===== src/rtl/lutmap_pkg.sv =====
package lutmap_pkg;

  // width field size for each connection's address / result width
  localparam int WF = 4;

  // default build
  localparam int DEF_N_IN  = 16;
  localparam int DEF_N_OUT = 5;
  localparam int DEF_MAXW  = 6;
  localparam int DEF_XW    = 6;
  localparam int DEF_EDGES = DEF_N_IN * DEF_N_OUT;
  localparam int DEF_ENT   = 1 << DEF_MAXW;
  localparam int DEF_SLOT  = DEF_ENT * DEF_MAXW;

  // output 0 reads every input at full width, the rest vary from 0 to 6 bits
  function automatic logic [DEF_EDGES*WF-1:0] def_in_w();
    logic [DEF_EDGES*WF-1:0] r;
    r = '0;
    for (int o = 0; o < DEF_N_OUT; o++) begin
      for (int i = 0; i < DEF_N_IN; i++) begin
        int w;
        w = (o == 0) ? DEF_MAXW : (i + 2*o) % (DEF_MAXW + 1);
        r[(o*DEF_N_IN + i)*WF +: WF] = WF'(w);
      end
    end
    return r;
  endfunction

  function automatic logic [DEF_EDGES*WF-1:0] def_out_w();
    logic [DEF_EDGES*WF-1:0] r;
    r = '0;
    for (int o = 0; o < DEF_N_OUT; o++) begin
      for (int i = 0; i < DEF_N_IN; i++) begin
        int w;
        w = (o == 0) ? (i % DEF_MAXW) + 1 : (3*i + o) % (DEF_MAXW + 1);
        r[(o*DEF_N_IN + i)*WF +: WF] = WF'(w);
      end
    end
    return r;
  endfunction

  function automatic logic [DEF_EDGES*DEF_SLOT-1:0] def_tables();
    logic [DEF_EDGES*DEF_SLOT-1:0] r;
    r = '0;
    for (int e = 0; e < DEF_EDGES; e++) begin
      for (int a = 0; a < DEF_ENT; a++) begin
        int v;
        v = (a*5 + e*11 + 3) % DEF_ENT;
        r[(e*DEF_ENT + a)*DEF_MAXW +: DEF_MAXW] = DEF_MAXW'(v);
      end
    end
    return r;
  endfunction

endpackage


===== src/rtl/lutmap_edge.sv =====
// One surviving connection: wrapped address -> table code -> sign extension.
module lutmap_edge #(
  parameter int BI   = 1,
  parameter int BO   = 1,
  parameter int MAXW = 6,
  parameter int AW   = 10,
  parameter logic [(2**MAXW)*MAXW-1:0] SLOT = '0
) (
  input  logic [BI-1:0]        addr,
  output logic signed [AW-1:0] y
);

  logic [BO-1:0] code;

  // each entry sits in a MAXW-wide slot; only the low BO bits are meaningful
  always_comb begin
    code = SLOT[addr*MAXW +: BO];
  end

  assign y = {{(AW-BO){code[BO-1]}}, code};

endmodule


===== src/rtl/lutmap_sumtree.sv =====
// Balanced adder tree, one register per level, leaves padded to a power of two.
module lutmap_sumtree #(
  parameter int N  = 16,
  parameter int W  = 10,
  parameter int LW = 6
) (
  input  logic                clk,
  input  logic                rst,
  input  logic [N*W-1:0]      leaf,
  output logic signed [W-1:0] root
);

  localparam int LV = $clog2(N);
  localparam int P  = 1 << LV;

  // node numbering: leaves 0..P-1, then level 1, level 2, ... root at 2P-2
  function automatic int base(int l);
    return 2*P - 2*(P >> l);
  endfunction

  logic signed [W-1:0] all_n [2*P-1];
  logic signed [W-1:0] nd_q  [P-1];

  always_comb begin
    for (int k = 0; k < P; k++) begin
      if (k < N) all_n[k] = leaf[k*W +: W];
      else       all_n[k] = '0;
    end
    for (int k = 0; k < P-1; k++) all_n[P+k] = nd_q[k];
  end

  always_ff @(posedge clk) begin
    if (rst) begin
      for (int k = 0; k < P-1; k++) nd_q[k] <= '0;
    end else begin
      for (int l = 1; l <= LV; l++) begin
        for (int j = 0; j < P/2; j++) begin
          if (j < (P >> l))
            nd_q[base(l) - P + j] <= all_n[base(l-1) + 2*j] + all_n[base(l-1) + 2*j + 1];
        end
      end
    end
  end

  assign root = nd_q[P-2];

  // every leaf must be a properly sign-extended code of at most LW bits
  for (genvar j = 0; j < N; j++) begin : g_leaf_chk
    AST_LEAF_RANGE: assert property (@(posedge clk) disable iff (rst)
      ($signed(all_n[j]) >= -(1 << (LW-1))) && ($signed(all_n[j]) <= (1 << (LW-1)) - 1));
  end

  AST_ROOT_RANGE: assert property (@(posedge clk) disable iff (rst)
    ($signed(root) >= -N*(1 << (LW-1))) && ($signed(root) <= N*((1 << (LW-1)) - 1)));

endmodule


===== src/rtl/lutmap_layer.sv =====
module lutmap_layer #(
  parameter int N_IN  = lutmap_pkg::DEF_N_IN,
  parameter int N_OUT = lutmap_pkg::DEF_N_OUT,
  parameter int XW    = lutmap_pkg::DEF_XW,
  parameter int MAXW  = lutmap_pkg::DEF_MAXW,
  parameter logic [N_IN*N_OUT*lutmap_pkg::WF-1:0] IN_W  = lutmap_pkg::def_in_w(),
  parameter logic [N_IN*N_OUT*lutmap_pkg::WF-1:0] OUT_W = lutmap_pkg::def_out_w(),
  parameter logic [N_IN*N_OUT*(2**MAXW)*MAXW-1:0] TABLES = lutmap_pkg::def_tables()
) (
  input  logic                                  clk,
  input  logic                                  rst,
  input  logic                                  in_valid,
  input  logic [N_IN*XW-1:0]                    in_act,
  output logic                                  out_valid,
  output logic [N_OUT*(MAXW+$clog2(N_IN))-1:0]  out_sum
);

  localparam int WF  = lutmap_pkg::WF;
  localparam int AW  = MAXW + $clog2(N_IN);
  localparam int LV  = $clog2(N_IN);
  localparam int LAT = 1 + LV;
  localparam int SW  = (2**MAXW) * MAXW;
  localparam int CW  = $clog2(LAT + 1) + 1;

  logic [N_IN*XW-1:0] x_q;
  logic [LAT-1:0]     vsr;

  always_ff @(posedge clk) begin
    if (rst) begin
      x_q <= '0;
      vsr <= '0;
    end else begin
      x_q <= in_act;
      vsr <= {vsr[LAT-2:0], in_valid};
    end
  end

  assign out_valid = vsr[LAT-1];

  logic signed [AW-1:0] root_w [N_OUT];

  for (genvar o = 0; o < N_OUT; o++) begin : g_out
    wire [N_IN*AW-1:0] lf;

    for (genvar i = 0; i < N_IN; i++) begin : g_in
      localparam int E  = o*N_IN + i;
      localparam int BI = int'(IN_W[E*WF +: WF]);
      localparam int BO = int'(OUT_W[E*WF +: WF]);

      if (BI == 0 || BO == 0) begin : g_cut
        assign lf[i*AW +: AW] = '0;
      end else begin : g_lut
        lutmap_edge #(
          .BI(BI), .BO(BO), .MAXW(MAXW), .AW(AW),
          .SLOT(TABLES[E*SW +: SW])
        ) u_edge (
          .addr(x_q[i*XW +: BI]),
          .y   (lf[i*AW +: AW])
        );
      end
    end

    lutmap_sumtree #(.N(N_IN), .W(AW), .LW(MAXW)) u_tree (
      .clk (clk),
      .rst (rst),
      .leaf(lf),
      .root(root_w[o])
    );
  end

  always_comb begin
    for (int o = 0; o < N_OUT; o++) out_sum[o*AW +: AW] = root_w[o];
  end

  // cycles since reset, saturating at the pipeline depth
  logic [CW-1:0] since_rst;
  always_ff @(posedge clk) begin
    if (rst) since_rst <= '0;
    else if (since_rst != CW'(LAT)) since_rst <= since_rst + 1'b1;
  end

  AST_RST_QUIET: assert property (@(posedge clk) disable iff (rst)
    $fell(rst) |-> (!out_valid && out_sum == '0));

  AST_OUT_LATENCY: assert property (@(posedge clk) disable iff (rst)
    (since_rst == CW'(LAT)) |-> (out_valid == $past(in_valid, LAT)));

endmodule


===== config.mk =====
export PLATFORM = sky130hd
export DESIGN_NAME = lutmap_layer
export DESIGN_NICKNAME = d
export VERILOG_FILES = /design/src/rtl/lutmap_pkg.sv /design/src/rtl/lutmap_edge.sv /design/src/rtl/lutmap_sumtree.sv /design/src/rtl/lutmap_layer.sv
export SDC_FILE = /design/constraint.sdc
export NUM_CORES = 1
export LEC_CHECK = 0
export CAP_MARGIN = 20
export CELL_PAD_IN_SITES_DETAIL_PLACEMENT = 1
export CELL_PAD_IN_SITES_GLOBAL_PLACEMENT = 1
export CORE_ASPECT_RATIO = 1.4
export CORE_UTILIZATION = 50
export CTS_CLUSTER_DIAMETER = 30
export DETAILED_ROUTE_END_ITERATION = 10
export DONT_BUFFER_PORTS = 1
export PLACE_DENSITY_LB_ADDON = 0.3
export SLEW_MARGIN = 15
export SYNTH_ARGS = -nofsm -noshare
export SYNTH_HDL_FRONTEND = slang
export SYNTH_SLANG_ARGS = --single-unit

===== constraint.sdc =====
create_clock -name clk -period 3.5 [get_ports clk]
set_input_delay 0.35 -clock clk [delete_from_list [all_inputs] [get_ports clk]]
set_output_delay 0.35 -clock clk [all_outputs]
set_load 0.1 [all_outputs]

Yosys cells after proc, flatten, opt, wreduce, memory -nomap -nowiden

Memory sizes are Yosys's and may differ from the RTL's.
Cells that the tools add are included.

RAM bits: 750
Memories: 5
Memory bits (read-only): 0
Output and inout bits: 51
Bits in latches: 0
Bits of input ports: 99
Register bits after elaboration: 101

Memories:

| memory               | words | width | rd ports | clocked after memory_dff | wr ports | line                 | text |
|---|---|---|---|---|---|---|---|
| g_out[0].u_tree.nd_q | 15    | 10    | 15       | 0                        | 15       | lutmap_sumtree.sv:22 | `logic signed [W-1:0] nd_q [P-1];` |
| g_out[1].u_tree.nd_q | 15    | 10    | 15       | 0                        | 15       | lutmap_sumtree.sv:22 |  |
| g_out[2].u_tree.nd_q | 15    | 10    | 15       | 0                        | 15       | lutmap_sumtree.sv:22 |  |
| g_out[3].u_tree.nd_q | 15    | 10    | 15       | 0                        | 15       | lutmap_sumtree.sv:22 |  |
| g_out[4].u_tree.nd_q | 15    | 10    | 15       | 0                        | 15       | lutmap_sumtree.sv:22 |  |

Order comparisons: 0
Add/subtract/negate cells: 58
Shifts and indexed selects: 62
Div/mod/pow operators: 0
Eq/ne operators: 0
Bitwise operators: 75
Multipliers: 53
Multiplexer cells: 78
Reductions and logical operators: 0

Operators by type and width:

| kind                                                                           | count |
|---|---|
| 384-bit by 10-bit variable part select with 3-bit output, first input constant | 6 |
| 384-bit by 10-bit variable part select with 1-bit output, first input constant | 5 |
| 384-bit by 10-bit variable part select with 5-bit output, first input constant | 4 |
| 384-bit by 10-bit variable part select with 6-bit output, first input constant | 4 |
| 384-bit by 10-bit variable part select with 2-bit output, first input constant | 3 |
| 384-bit by 10-bit variable part select with 4-bit output, first input constant | 3 |
| 384-bit by 5-bit variable part select with 4-bit output, first input constant  | 3 |
| 384-bit by 6-bit variable part select with 1-bit output, first input constant  | 3 |
| 384-bit by 7-bit variable part select with 4-bit output, first input constant  | 3 |
| 384-bit by 8-bit variable part select with 2-bit output, first input constant  | 3 |
| 384-bit by 9-bit variable part select with 5-bit output, first input constant  | 3 |
| 384-bit by 5-bit variable part select with 2-bit output, first input constant  | 2 |
| 384-bit by 5-bit variable part select with 5-bit output, first input constant  | 2 |
| 384-bit by 6-bit variable part select with 3-bit output, first input constant  | 2 |
| 384-bit by 6-bit variable part select with 5-bit output, first input constant  | 2 |
| 384-bit by 7-bit variable part select with 1-bit output, first input constant  | 2 |
| 384-bit by 7-bit variable part select with 3-bit output, first input constant  | 2 |
| 384-bit by 7-bit variable part select with 6-bit output, first input constant  | 2 |
| 384-bit by 8-bit variable part select with 4-bit output, first input constant  | 2 |
| 384-bit by 8-bit variable part select with 6-bit output, first input constant  | 2 |
| 384-bit by 9-bit variable part select with 2-bit output, first input constant  | 2 |
| 384-bit by 9-bit variable part select with 3-bit output, first input constant  | 2 |
| 10-bit 2-to-1 mux                                                              | 75 |
| 10-bit adder                                                                   | 35 |
| 16 further kinds                                                               | 154 |

Longest topological paths before layout

Gate-level depths: netlist (run 1).

Word-level depth: 4
Gate-level depth with buffers: 13
Gate-level depth less buffers: 12

Least setup slack after synthesis (run 1)

No wires, ideal clock.

Path type: register to register
Start: reg x_q[72]
End: mem g_out[2].u_tree.nd_q[6][5], in the netlist g_out[2].u_tree.nd_q[0][65]
Path slack: 1043 ps
Cell stages (with the launch flop): 10
Arrival: 2335 ps
Buffers on the path: 0
Path through: dfxtp_1 inv_1 ha_1 inv_1 ha_1 a21o_1 a21o_1 a21oi_1 mux2_2 a311o_1

RTL lines:

| element                | line                 | text |
|---|---|---|
| from (decl)            | lutmap_layer.sv:25   | `logic [N_IN*XW-1:0] x_q;` |
| from (signal assigned) | lutmap_layer.sv:33   | `x_q <= in_act;` |
| to (decl)              | lutmap_sumtree.sv:22 |  |

==> flow_summary_export.csv, run 1 <==
group,metric,value,unit
status,outcome,"complete, no violations",
sta,slew_headroom,31.08,%
detailed_routing,dr.pass1.iters,5,
global_route,grt_use_total,33.28,%
detailed_routing,wl,101500,um
sta,post-route-min-period,3.422,ns
pwr,pwr_density_cell,707.8,nW/um2
pwr,ir_worst_vdd,0.4744,mV
sta,fin_crit_sh,97.79,%
sta,fin_skew,0.02545,ns
clocking,root_buffer,"clkbuf_16",
floorplan,num_rows,105,
floorplan,die_area,60520,um2
floorplan,core-area,58730,um2
floorplan,initial_core_util,50.68,%
placement,placed_cells,3788,
critical_path,cp_slowest_stage_delay,0.63,ns
sta,grt_setup_unrepaired,"no",
global_route,grt-ovfl-total,0,
synthesis,syn_nets,3684,
global_route,antenna_found_initial,4,
detailed_routing,num_vias,25390,
synthesis,yosys.area_share.xor_xnor,4.864,%
critical_path,crit_required,4.09,ns
sta,whs,0.03754,ns
worst_hold_path,min_path_cells,2,
final_layout,final_cells,4301,
detailed_routing,drt-initial-drc-count,1276,
placement,placement.io_buffers,0,
pwr,power_leakage,17.24,nW
synthesis,ys_ff_latch,557,
floorplan,io_pins,150,
synthesis,synth_edf_count,0,
worst_hold_path,hold_class,"in2reg",
synthesis,synth_top_family_by_area,"adder cells",
placement,gp_congestion,0.8819,
synthesis,synth_area_leaders,"dfxtp_1 37%, ha_1 16%, nor2b_1 4.8%",
synthesis,ys_warn_count,0,
synthesis,muxShareOfSynthArea,2.493,%
synthesis,synth_cell_type_count,80,
final_layout,syn_to_final_growth,24.42,%
final_layout,drive_gt1_share,6.592,%
clocking,path_clk_slew,0.06,ns
synthesis,synthCells,3137,
sta,worstMarginPinSlew,1.032,ns
detailed_routing,wl_per_cell,23.61,um
synthesis,yosysTopAreaCell,"dfxtp_1",
critical_path,ff2ff_setup_slack,0.08,ns
final_layout,mostFrequentLayoutCell,"dfxtp_1",
critical_path,critPathArrivalTime,4.02,ns
synthesis,syn_area,29760,um2
critical_path,crit_chain,"inv_1, ha_1, nor2_1, nor2_1, o21ai_0, nor2_1, a21oi_1, ha_1, inv_1, o211ai_1, a21oi_1, dlygate4sd3_1",
clocking,clk_path_buf_depth,3,
synthesis,synth-async-reset-ratio,0,%
sta,drv_slew,0,
clocking,numCtsBuffers,100,
detailed_routing,ant_nets,0,
worst_hold_path,holdCritStartpoint,"rst",
critical_path,crit_top_cell,"nor2_1",
detailed_routing,via_per_inst,5.903,
clocking,cts_tree,"done",
critical_path,r2r-end,"g_out[1].u_tree.nd_q[0][59]$_SDFF_PP0_",
pwr,power,0.02621,W
flow_run,maxCapViolCount,0,
critical_path,crit_path_start_kind,"flop",
synthesis,ys_seq_area_share,37.46,%
placement,dp_hpwl,56480,um
final_layout,final_nets,4014,
critical_path,slowest_stage,"dfxtp_1",
critical_path,endpoint_kind,"flop",
critical_path,crit_type,"reg2reg",
synthesis,synth_compound_gate_area_share,14.23,%
synthesis,avgSynthCellArea,9.488,um2
clocking,clock-sinks,557,
sta,finalSetupTns,0,ns
synthesis,yosysTopAreaCellShare,37.46,%
synthesis,synth_fa_ha_area_share,20.54,%
sta,fmax,292.2,MHz
global_route,first_global_vias,28660,
clocking,htreeDepth,3,
global_route,grt_max_degree,409,
critical_path,timing.rr.start,"x_q[67]$_SDFF_PP0_",
clocking,clk_latency,0.66,ns
final_layout,mostFrequentLayoutCells,"555 x dfxtp_1, 383 x ha_1, 328 x nor2_1",
synthesis,ys.flop_type,"dfxtp_1",
floorplan,die-width,208.2,um
detailed_routing,drc,0,
critical_path,ff2ff_path_depth,12,
synthesis,synthSimpleGateAreaFrac,16.81,%
sta,setup_viol,0,
worst_hold_path,worstHoldEndpoint,"g_out[2].u_tree.nd_q[0][115]$_SDFF_PP0_",
floorplan,die_h,290.7,um
sta,hold_violations,0,
critical_path,cp_max_fo,10,
global_route,grt_pass1_wl,158900,um
==> sequential cells by signal (all words and copies together), names as in the netlist <==
register / flops
g_out.u_tree.nd_q: 483
vsr: 5
x_q: 69
==> what timing repair did <==
action / 4_1_cts / 5_1_grt
endpoints found under the hold margin: 488 / 0
endpoints found under the setup margin: 0 / 3
hold buffers: 326 / 0
setup buffers: 0 / 0
gates resized for setup: 0 / 1
==> synthesized netlist by cell type (24+ instances only) <==
master and count:
xor2_1 54, xnor2_1 105, o21ai_0 101, a21oi_1 223, a211oi_1 30, fa_1 65, and3_1 36, nor3b_1 26
nand2b_1 54, mux2i_1 28, nor2_1 328, nand2_1 97, dfxtp_1 557, nor3_1 62, ha_1 383, clkbuf_1 77
nand3_1 31, mux2_2 25, nor2b_1 230, inv_1 177, a21o_1 104, o211ai_1 24
==> layout make-up <==
| class | count | area [um2] |
|---|---|---|
| Fill cell | 6326 | 21690 |
| Multi-Input combinational cell | 2301 | 17540 |
| Sequential cell | 557 | 11150 |
| Timing Repair Buffer | 328 | 3318 |
| Clock buffer | 115 | 2693 |
| Tap cell | 749 | 937.1 |
| Clock inverter | 70 | 713.2 |
| Inverter | 179 | 671.9 |
| Antenna cell | 2 | 5.005 |
==> worst max path at each step <==
stage	from	end	depth (start not counted)
after floorplan	x_q[72]$_SDFF_PP0_	g_out[2].u_tree.nd_q[0][65]$_SDFF_PP0_	9
after global placement	x_q[72]$_SDFF_PP0_	g_out[2].u_tree.nd_q[0][65]$_SDFF_PP0_	9
after detailed placement	x_q[72]$_SDFF_PP0_	g_out[2].u_tree.nd_q[0][65]$_SDFF_PP0_	9
after CTS	x_q[31]$_SDFF_PP0_	g_out[0].u_tree.nd_q[0][29]$_SDFF_PP0_	10
after global routing	x_q[67]$_SDFF_PP0_	g_out[1].u_tree.nd_q[0][59]$_SDFF_PP0_	12
final	x_q[67]$_SDFF_PP0_	g_out[1].u_tree.nd_q[0][59]$_SDFF_PP0_	12
==> logic make-up (layout without fill, tap and decap cells) <==
group	count (synthesis)	after routing
flops	557	557
buf+inv	279	692
simple gates	962	962
compound gates	663	663
other cells	0	2
fa+ha+maj	450	450
mux	65	65
xor+xnor	161	161
==> metal layers <==
layer  global-route usage, %  vias to the layer above  part of all wire [%]
met5                       0                        -                 0.021
met1                   34.66                    12630                    38
li1                        -                    11550                     -
met4                   21.14                        4                   6.4
met2                   61.62                      808                    52
met3                   5.446                      399                   4.2
==> worst max-delay path, delay by kind of cell (launching register included) <==
kind / cells / cell delay, ns
AO/OA/AOI/OAI: 4 / 0.86
flip-flops: 1 / 0.63
buffers and inverters: 3 / 0.94
adder cells (fa/ha/maj): 2 / 0.54
AND/OR/NAND/NOR: 3 / 0.39
==> report_power, final <==
| group | internal [W] | switching (W) |
|---|---|---|
| clock network | 0.00608 | 0.00378 |
| registers | 0.00747 | 0.00196 |
| logic | 0.00314 | 0.00377 |
| total | 0.0167 | 0.00951 |
==> through the flow <==
stage | area (um2) | setup WS (ns) | utilization, %
floorplan | 29760 | 1.043 | -
CTS | 37030 | 0.3376 | 63.05
finish | 37030 | 0.07752 | 63.06
global route | 37030 | 0.03132 | 63.06
detailed placement | 30330 | 0.7026 | 51.65
global placement | 30330 | 0.7648 | 51.65
No activity file was read; power rests on OpenSTA's default activity.
==> run 2: changes to the inputs <==
--- a/config.mk
+++ b/config.mk
@@ -13,7 +13,7 @@
 export CTS_CLUSTER_DIAMETER = 30
 export DETAILED_ROUTE_END_ITERATION = 10
 export DONT_BUFFER_PORTS = 1
-export PLACE_DENSITY_LB_ADDON = 0.3
+export PLACE_DENSITY_LB_ADDON = 0.1
 export SLEW_MARGIN = 15
 export SYNTH_ARGS = -nofsm -noshare
 export SYNTH_HDL_FRONTEND = slang
==> constraint.sdc (replaced) <==
create_clock -name clk -period 4.1 [get_ports clk]
set_input_delay 0.41 -clock clk [delete_from_list [all_inputs] [get_ports clk]]
set_output_delay 0.41 -clock clk [all_outputs]
set_load 0.1 [all_outputs]
==> run 2 against run 1 <==
Effect of this change: first-iteration DRC count is 34% lower; clock skew up 0.0065 ns; global-route usage fell by 3.0 points; fmax grew 2.3%; sequential share of layout area decreased by 0.12 points; hold slack better by 0.025 ns; clock power fell by 8.5%; highest routed layer is now met4; wire length is 11% lower.
==> flow_summary_export.csv, run 2 (synthesis results as in run 1) <==
group,metric,value,unit
floorplan,num_rows,105,
global_route,grt_pass1_wl,144800,um
floorplan,initial_core_util,50.68,%
pwr,power,0.02261,W
global_route,grt_use_total,30.30,%
placement,placement.io_buffers,0,
critical_path,cp-startpoint,"x_q[7]$_SDFF_PP0_",
global_route,antenna_found_initial,5,
critical_path,ff2ff_setup_slack,0.75,ns
global_route,grt-ovfl-total,0,
placement,gp_congestion,0.8604,
detailed_routing,drc,0,
final_layout,largestRegisters,"g_out.u_tree.nd_q: 483 flops, x_q: 69 flops, vsr: 5 flops",
sta,fin_crit_sh,81.62,%
clocking,clk_latency,0.66,ns
critical_path,critPathArrivalTime,3.88,ns
detailed_routing,wl_per_cell,21.15,um
global_route,first_global_vias,27070,
final_layout,fill_cells,6346,
sta,setup_viol,0,
critical_path,r2r-end,"g_out[2].u_tree.nd_q[0][4]$_SDFF_PP0_",
detailed_routing,drt-initial-drc-count,847,
sta,grt_setup_unrepaired,"no",
clocking,clk_path_buf_depth,3,
detailed_routing,num_vias,24040,
detailed_routing,dr.pass1.iters,5,
clocking,post_cts_buffers,0,
critical_path,crit_top_cell,"ha_1",
clocking,clock-sinks,557,
sta,slew_headroom,32.75,%
floorplan,die-width,208.2,um
pwr,ir_worst_vdd,0.3648,mV
sta,worstMarginPinSlew,1.009,ns
sta,drv_slew,0,
pwr,pwr_density_cell,608.2,nW/um2
clocking,numCtsBuffers,104,
critical_path,path_delay_family,"buffers and inverters",
sta,finalSetupTns,0,ns
critical_path,timing.rr.start,"x_q[7]$_SDFF_PP0_",
clocking,root_buffer,"clkbuf_16",
final_layout,largest-register,"g_out.u_tree.nd_q",
status,outcome,"complete, no violations",
critical_path,ff2ff_path_depth,9,
clocking,htreeDepth,3,
flow_run,maxCapViolCount,0,
critical_path,crit_chain,"inv_1, ha_1, xnor2_1, ha_1, a21o_1, a21oi_1, xor2_1, nor2_1, dlygate4sd3_1",
clocking,cts_tree,"done",
final_layout,final_nets,3998,
floorplan,die_area,60520,um2
worst_hold_path,holdCritStartpoint,"rst",
sta,fin_skew,0.03194,ns
final_layout,final_core_util,63.30,%
detailed_routing,wl,90790,um
critical_path,cp_slowest_stage_delay,0.58,ns
final_layout,largest_reg_flops,483,
pwr,power_leakage,17.22,nW
final_layout,mostFrequentLayoutCells,"556 x dfxtp_1, 383 x ha_1, 328 x nor2_1",
placement,dp_hpwl,56030,um
sta,post-route-min-period,3.346,ns
final_layout,syn_to_final_growth,24.89,%
critical_path,crit_type,"reg2reg",
sta,hold_violations,0,
clocking,path_clk_slew,0.05,ns
sta,fmax,298.8,MHz
critical_path,crit_path_start_kind,"flop",
worst_hold_path,hold_class,"in2reg",
critical_path,crit_required,4.63,ns
final_layout,drive_gt1_share,6.975,%
worst_hold_path,min_path_cells,2,
floorplan,die_h,290.7,um
critical_path,cp_max_fo,8,
clocking,cts-resized-gates,0,
detailed_routing,ant_nets,0,
critical_path,slowest_stage,"dfxtp_1",
critical_path,endpoint_kind,"flop",
floorplan,core-area,58730,um2
floorplan,io_pins,150,
critical_path,path_buf_inv,2,
clocking,cts-hold-fix-buffers,305,
detailed_routing,via_per_inst,5.599,
final_layout,mostFrequentLayoutCell,"dfxtp_1",
worst_hold_path,worstHoldEndpoint,"g_out[2].u_tree.nd_q[0][127]$_SDFF_PP0_",
global_route,grt_max_degree,372,
[run 2: worst max-delay path by stage]
stage,endpoint,cells after the start
2_1_floorplan,g_out[2].u_tree.nd_q[0][65]$_SDFF_PP0_,9
3_3_place_gp,g_out[2].u_tree.nd_q[0][65]$_SDFF_PP0_,9
6_report,g_out[2].u_tree.nd_q[0][4]$_SDFF_PP0_,9
3_5_place_dp,g_out[2].u_tree.nd_q[0][65]$_SDFF_PP0_,9
5_1_grt,g_out[2].u_tree.nd_q[0][4]$_SDFF_PP0_,9
4_1_cts,g_out[0].u_tree.nd_q[0][24]$_SDFF_PP0_,10
[run 2: layer usage]
metal	GRT usage [%]	vias to the layer above	share of wire [%]
li1	-	11520	-
met1	32.17	11770	39
met2	57.20	498	53
met3	3.825	246	3.0
met4	17.07	0	5.2
met5	0	-	0
[run 2: area by class of cell]
class / count / area [um2] / share of cell area [%]
repair buffers: 308 / 3115 / 8.381
clock buffers: 113 / 2708 / 7.284
diodes: 3 / 7.507 / 0.02019
inverters: 179 / 671.9 / 1.807
flip-flops and latches: 557 / 11150 / 30.00
clock inverters: 83 / 1040 / 2.797
well taps: 749 / 937.1 / 2.521
multi-input cells: 2301 / 17540 / 47.19
[run 2: worst register-to-register path: stages (launching register included)]
cell and delay, ns:
dfxtp_1 0.58, inv_1 0.29, ha_1 0.36, xnor2_1 0.39, ha_1 0.38, a21o_1 0.18
a21oi_1 0.22, xor2_1 0.20, nor2_1 0.09, dlygate4sd3_1 0.55
[run 2: report_power, final]
group / leakage (nW) / internal (W) / switching [W]
combinational: 10.8 / 0.00258 / 0.00300
clock: 1.81 / 0.00578 / 0.00324
sequential: 4.62 / 0.00638 / 0.00163
total: 17.2 / 0.0147 / 0.00786
[run 2: through the flow]
step	instance area, um2	cells	hold slack (ns)	worst slack [ns]
after floorplan	29760	3137	0.4138	1.643
after global placement	30340	3789	0.4246	1.394
after detailed placement	30340	3789	0.4281	1.314
after CTS	37170	4290	0.004302	0.9246
after global routing	37170	4292	0.04660	0.6552
final	37170	4293	0.06217	0.7537
